[src/rtl/srwp_pkg.sv]
package srwp_pkg;
  typedef enum logic [1:0] {
    PROT_NONE    = 2'b00,
    PROT_QUARTER = 2'b01,
    PROT_HALF    = 2'b10,
    PROT_ALL     = 2'b11
  } prot_e;

  typedef struct packed {
    logic       lock_en;
    logic [2:0] spare;
    prot_e      prot;
  } sr_fields_t;

  localparam int unsigned SR_W = 8;
endpackage

[src/rtl/srwp_wel.sv]
module srwp_wel (
  input  logic clk,
  input  logic rst_n,
  input  logic set_i,
  input  logic clr_i,
  input  logic end_i,
  output logic wel_o
);
  logic drop;
  assign drop = clr_i | end_i;

  always_ff @(posedge clk or negedge rst_n) begin
    if (!rst_n)     wel_o <= 1'b0;
    else if (drop)  wel_o <= 1'b0;
    else if (set_i) wel_o <= 1'b1;
  end

  a_r3_set_takes: assert property (@(posedge clk) disable iff (!rst_n)
    (set_i && !clr_i && !end_i) |=> wel_o);
  a_r4_clear_wins: assert property (@(posedge clk) disable iff (!rst_n)
    (clr_i || end_i) |=> !wel_o);
endmodule

[src/rtl/srwp_fields.sv]
module srwp_fields
  import srwp_pkg::*;
(
  input  logic             clk,
  input  logic             rst_n,
  input  logic             wr_i,
  input  logic             ok_i,
  input  logic [SR_W-1:0]  data_i,
  output sr_fields_t       fields_o
);
  sr_fields_t nxt;
  assign nxt = '{lock_en: data_i[7], spare: data_i[6:4], prot: prot_e'(data_i[3:2])};

  always_ff @(posedge clk or negedge rst_n) begin
    if (!rst_n)           fields_o <= '{lock_en: 1'b0, spare: 3'b000, prot: PROT_NONE};
    else if (wr_i && ok_i) fields_o <= nxt;
  end

  a_r6_r7_refused_write: assert property (@(posedge clk) disable iff (!rst_n)
    (wr_i && !ok_i) |=> $stable(fields_o));
  a_r5_accepted_write: assert property (@(posedge clk) disable iff (!rst_n)
    (wr_i && ok_i) |=> (fields_o.spare == $past(data_i[6:4])));
endmodule

[src/rtl/srwp_range.sv]
module srwp_range
  import srwp_pkg::*;
#(
  parameter int unsigned ADDR_W = 15
) (
  input  prot_e             prot_i,
  input  logic [ADDR_W-1:0] addr_i,
  output logic              hit_o
);
  localparam int unsigned TOP = ADDR_W - 1;
  logic [1:0] hi;

  generate
    if (ADDR_W >= 2) begin : g_wide
      assign hi = addr_i[TOP -: 2];
    end else begin : g_narrow
      assign hi = {addr_i[0], addr_i[0]};
    end
  endgenerate

  always_comb begin
    unique case (prot_i)
      PROT_NONE:    hit_o = 1'b0;
      PROT_QUARTER: hit_o = (hi == 2'b11);
      PROT_HALF:    hit_o = hi[1];
      default:      hit_o = 1'b1;
    endcase
  end
endmodule

[src/rtl/srwp_unit.sv]
module srwp_unit
  import srwp_pkg::*;
#(
  parameter int unsigned ADDR_W = 15
) (
  input  logic              clk,
  input  logic              rst_n,
  input  logic              set_wel_i,
  input  logic              clr_wel_i,
  input  logic              sr_wr_i,
  input  logic [7:0]        sr_data_i,
  input  logic              wr_end_i,
  input  logic              wp_n_i,
  input  logic [ADDR_W-1:0] arr_addr_i,
  output logic [7:0]        status_o,
  output logic              sr_wr_ok_o,
  output logic              arr_wr_ok_o
);
  logic       wel;
  logic       locked;
  logic       in_prot;
  sr_fields_t fld;

  srwp_wel u_wel (
    .clk   (clk),
    .rst_n (rst_n),
    .set_i (set_wel_i),
    .clr_i (clr_wel_i),
    .end_i (wr_end_i),
    .wel_o (wel)
  );

  srwp_fields u_fields (
    .clk      (clk),
    .rst_n    (rst_n),
    .wr_i     (sr_wr_i),
    .ok_i     (sr_wr_ok_o),
    .data_i   (sr_data_i),
    .fields_o (fld)
  );

  srwp_range #(.ADDR_W(ADDR_W)) u_range (
    .prot_i (fld.prot),
    .addr_i (arr_addr_i),
    .hit_o  (in_prot)
  );

  assign locked      = fld.lock_en & ~wp_n_i;
  assign sr_wr_ok_o  = wel & ~locked;
  assign arr_wr_ok_o = wel & ~in_prot;
  assign status_o    = {fld.lock_en, fld.spare, fld.prot, wel, 1'b0};

  a_r8_no_latch_no_write: assert property (@(posedge clk) disable iff (!rst_n)
    !status_o[1] |-> (!arr_wr_ok_o && !sr_wr_ok_o));
  a_r9_open_when_none: assert property (@(posedge clk) disable iff (!rst_n)
    (status_o[3:2] == 2'b00 && status_o[1]) |-> arr_wr_ok_o);
  a_r9_closed_when_all: assert property (@(posedge clk) disable iff (!rst_n)
    (status_o[3:2] == 2'b11) |-> !arr_wr_ok_o);
  a_r5_low_bits_ignored: assert property (@(posedge clk) disable iff (!rst_n)
    (sr_wr_i && (|sr_data_i[1:0]) && !status_o[1] && !set_wel_i) |=> !status_o[1]);
  a_r7_locked_refuses: assert property (@(posedge clk) disable iff (!rst_n)
    (status_o[7] && !wp_n_i) |-> !sr_wr_ok_o);
endmodule

[config.mk]
export PLATFORM = sky130hd
export DESIGN_NAME = srwp_unit
export DESIGN_NICKNAME = d
export VERILOG_FILES = /design/src/rtl/srwp_pkg.sv /design/src/rtl/srwp_wel.sv /design/src/rtl/srwp_fields.sv /design/src/rtl/srwp_range.sv /design/src/rtl/srwp_unit.sv
export SDC_FILE = /design/constraint.sdc
export NUM_CORES = 1
export LEC_CHECK = 0
export ABC_AREA = 0
export CAP_MARGIN = 20
export CORE_MARGIN = 8
export CORE_UTILIZATION = 25
export CTS_CLUSTER_SIZE = 24
export DETAILED_ROUTE_END_ITERATION = 8
export PLACE_DENSITY_LB_ADDON = 0.25
export SYNTH_ARGS = -nofsm -noshare
export SYNTH_HDL_FRONTEND = slang
export SYNTH_HIERARCHICAL = 1
export SYNTH_SLANG_ARGS = --single-unit
[constraint.sdc]
create_clock -name clk -period 1.6 [get_ports clk]
set_input_delay 0.48 -clock clk [delete_from_list [all_inputs] [get_ports clk]]
set_output_delay 0.48 -clock clk [all_outputs]
set_load 0.01 [all_outputs]
==> impl_metrics.csv <==
group,metric,value,unit
global_routing,grt_first_pass_wirelength,1580,µm
pwr,internal-power,447,µW
worst_setup_path,crit_path_max_incr_delay,400,ps
pwr,report.power.total,614,µW
sta,finalSetupViolCount,0,
clocking,cts.clk_slew.worst_paths,50,ps
sta,rsz0062_at_grt,"true",
logic_synthesis,syn-mean-instance-area,13.6,µm²
floorplanning,fp.dieH,52.9,µm
sta,final.setup_skew,2.47,ps
clocking,cts.sink_count,7,
worst_setup_path,path_cells,"buf_4 -> dlygate4sd2_1",
logic_synthesis,yosysWarnings,6,
clocking,cts_setup_buffers,0,
clocking,worst_skew_pair.late_latency,250,ps
floorplanning,die-width,52.9,µm
worst_hold_path,type_of_the_worst_min_delay_path,"in2async",
job,maxCapViolCount,0,
sta,finalHoldViolations,0,
pwr,power_switching,167,µW
detailed_routing,route.detailed.wl_per_inst,14.3,µm
worst_setup_path,critical_path_cell_count,2,
detailed_routing,drt_pre_antenna_iters,4,
logic_synthesis,yosysUniqueCellTypes,13,
floorplanning,initial_core_util,0.265,
place,gp_congestion,0.650,
worst_setup_path,crit_type,"reg2out",
worst_setup_path,cp_max_fo,2,
detailed_routing,wirelength,985,µm
clocking,htree_levels,1,
worst_setup_path,timing.critical_path.max_delay_family,"buffers and inverters",
place,place_worst_setup_slack,-639,ps
sta,post-route-worst-setup-slack,54.6,ps
cells_and_area,finish.cell_count_without_fillers,69,
logic_synthesis,yosysSeqAreaShare,0.515,
pwr,combinationalPowerShare,0.347,
clocking,max-clock-path-buffers,2,
worst_setup_path,critical_path_buf_inv_count,2,
global_routing,grt_start_max_net_pins,8,
worst_setup_path,worstPathRequired,1120,ps
worst_setup_path,worst_setup_path_start_kind,"flip-flop",
floorplanning,ports,40,
global_routing,grt_antenna_before_repair,0,
floorplanning,num_rows,13,
global_routing,number_of_global_route_vias_before_repair,342,
cells_and_area,final_cell_mix,"clkdlybuf4s50_1 (11), dlygate4sd2_1 (9), dfrtp_1 (7), mux2_4 (6), buf_4 (4)",
sta,timing.final.crit_period,1550,ps
clocking,cts_inserted_buffers,3,
sta,pins_over_their_slew_limit,0,
sta,holdWs,495,ps
pwr,power.share.sequential,0.394,
logic_synthesis,yosys_register_bits,7,
sta,fin_crit_sh,0.966,
run_status,run_status,"finished clean",
cells_and_area,num-nets-final,85,
place,placed_cell_area,604,µm²
logic_synthesis,syn_nets,55,
pwr,irDropWorstVdd,475,µV
cells_and_area,final.fill_count,123,
worst_setup_path,worst_path_max_delay_cell,"dfrtp_1",
global_routing,globalRouteOverflowTotal,0,
place,detailedPlacementHpwl,832,µm
pwr,clkPwrFrac,0.259,
logic_synthesis,synthesis.area,340,µm²
detailed_routing,routed_vias,281,
global_routing,globalRouteTotalUtil,0.0809,
detailed_routing,vias_per_cell,4.07,
worst_setup_path,worst_ep_arrival_time,1070,ps
worst_setup_path,worstSetupEndpointType,"output pin",
floorplanning,die-area,0.00280,mm²
cells_and_area,final_common_cell,"clkdlybuf4s50_1",
floorplanning,area_of_the_placeable_core,0.00128,mm²
sta,max_freq,647,MHz
logic_synthesis,gate_count_post_synth,25,
cells_and_area,drive_above_1_share,0.370,
place,port_buffers,23,
pwr,power_density,1000,mW/mm²
worst_setup_path,worst-r2r-cell-count,4,
cells_and_area,post_layout_inst_area,612,µm²
detailed_routing,post-route-drc-count,0,
pwr,p_sw_frac,0.272,
clocking,tritoncts,"done",
place,dp_cells,65,
cells_and_area,diodes,0,
detailed_routing,drt.antenna.violating_nets,0,
pwr,p_leak,0.321,nW
clocking,cts.root.buffer_cell,"clkbuf_4",
cells_and_area,area_growth_syn_to_layout,79.8,%
detailed_routing,detailedRoute.firstIterationViolations,2,
==> registers in the layout (all words and copies together) (netlist names) <==
register and flops:
u_fields/fields_o 6, u_wel/wel_o 1
==> timing repair <==
item,in CTS,in global routing
hold buffers,0,0
pin swaps,3,0
gates resized for setup,20,2
endpoints found under the setup margin,9,1
==> power groups by stage <==
stage | clock network (mW) | logic [mW] | registers, mW
global placement | 0 | 0.241 | 0.239
finish | 0.159 | 0.213 | 0.242
CTS | 0.166 | 0.216 | 0.240
detailed placement | 0 | 0.247 | 0.242
global route | 0.177 | 0.229 | 0.247
floorplan | 0 | 0.0746 | 0.259
==> final cells by class <==
cell class,count,area [µm²],area share
Multi-Input combinational cell,15,154,0.252
Clock buffer,4,26.3,0.0429
Tap cell,15,18.8,0.0307
Inverter,1,3.75,0.00613
Timing Repair Buffer,27,234,0.382
Sequential cell,7,175,0.286
==> final timing paths <==
path                                      startpoint              endpoint  slack (ps)
max in group asynchronous                      rst_n  u_fields/fields_o[5]         860
min in group clk                u_fields/fields_o[4]  u_fields/fields_o[4]         510
worst max-delay path            u_fields/fields_o[5]           status_o[7]          50
worst min register to register  u_fields/fields_o[4]  u_fields/fields_o[4]         510
worst max register to register           u_wel/wel_o  u_fields/fields_o[5]         370
worst min-delay path                           rst_n  u_fields/fields_o[0]         490
==> cells in the mapped netlist, drive strengths merged <==
cell	count	area share
nand2	2	0.044
mux2	6	0.26
buf	2	0.044
nor2	1	0.011
inv	1	0.011
conb	1	0.011
dfrtp	7	0.51
a21boi	1	0.022
nand3	1	0.015
nor3	1	0.029
o21ai	1	0.015
nor2b	1	0.018
==> routing by layer <==
layer	track usage	part of all wire
met2	0.141	0.57
met5	0	0
met4	0.0517	0.010
met3	0.0420	0.082
met1	0.0711	0.33
==> stage by stage <==
step / util / setup TNS, ps
floorplan: - / 0
global placement: 0.470 / -2300
detailed placement: 0.470 / -2660
CTS: 0.477 / 0
global route: 0.476 / -51.1
finish: 0.476 / 0
==> logic make-up (layout without fill, tap and decap cells) <==
| kind of cell | count (synthesis) | after routing | share of synthesized area |
|---|---|---|---|
| AOI/OAI and AO/OA | 2 | 2 | 0.0368 |
| muxes | 6 | 6 | 0.265 |
| buffers and inverters | 3 | 32 | 0.0551 |
| and+or+nand+nor | 6 | 6 | 0.118 |
| other | 1 | 1 | 0.0110 |
| DFF | 7 | 7 | 0.515 |
Power figures use the tool's default switching activity.
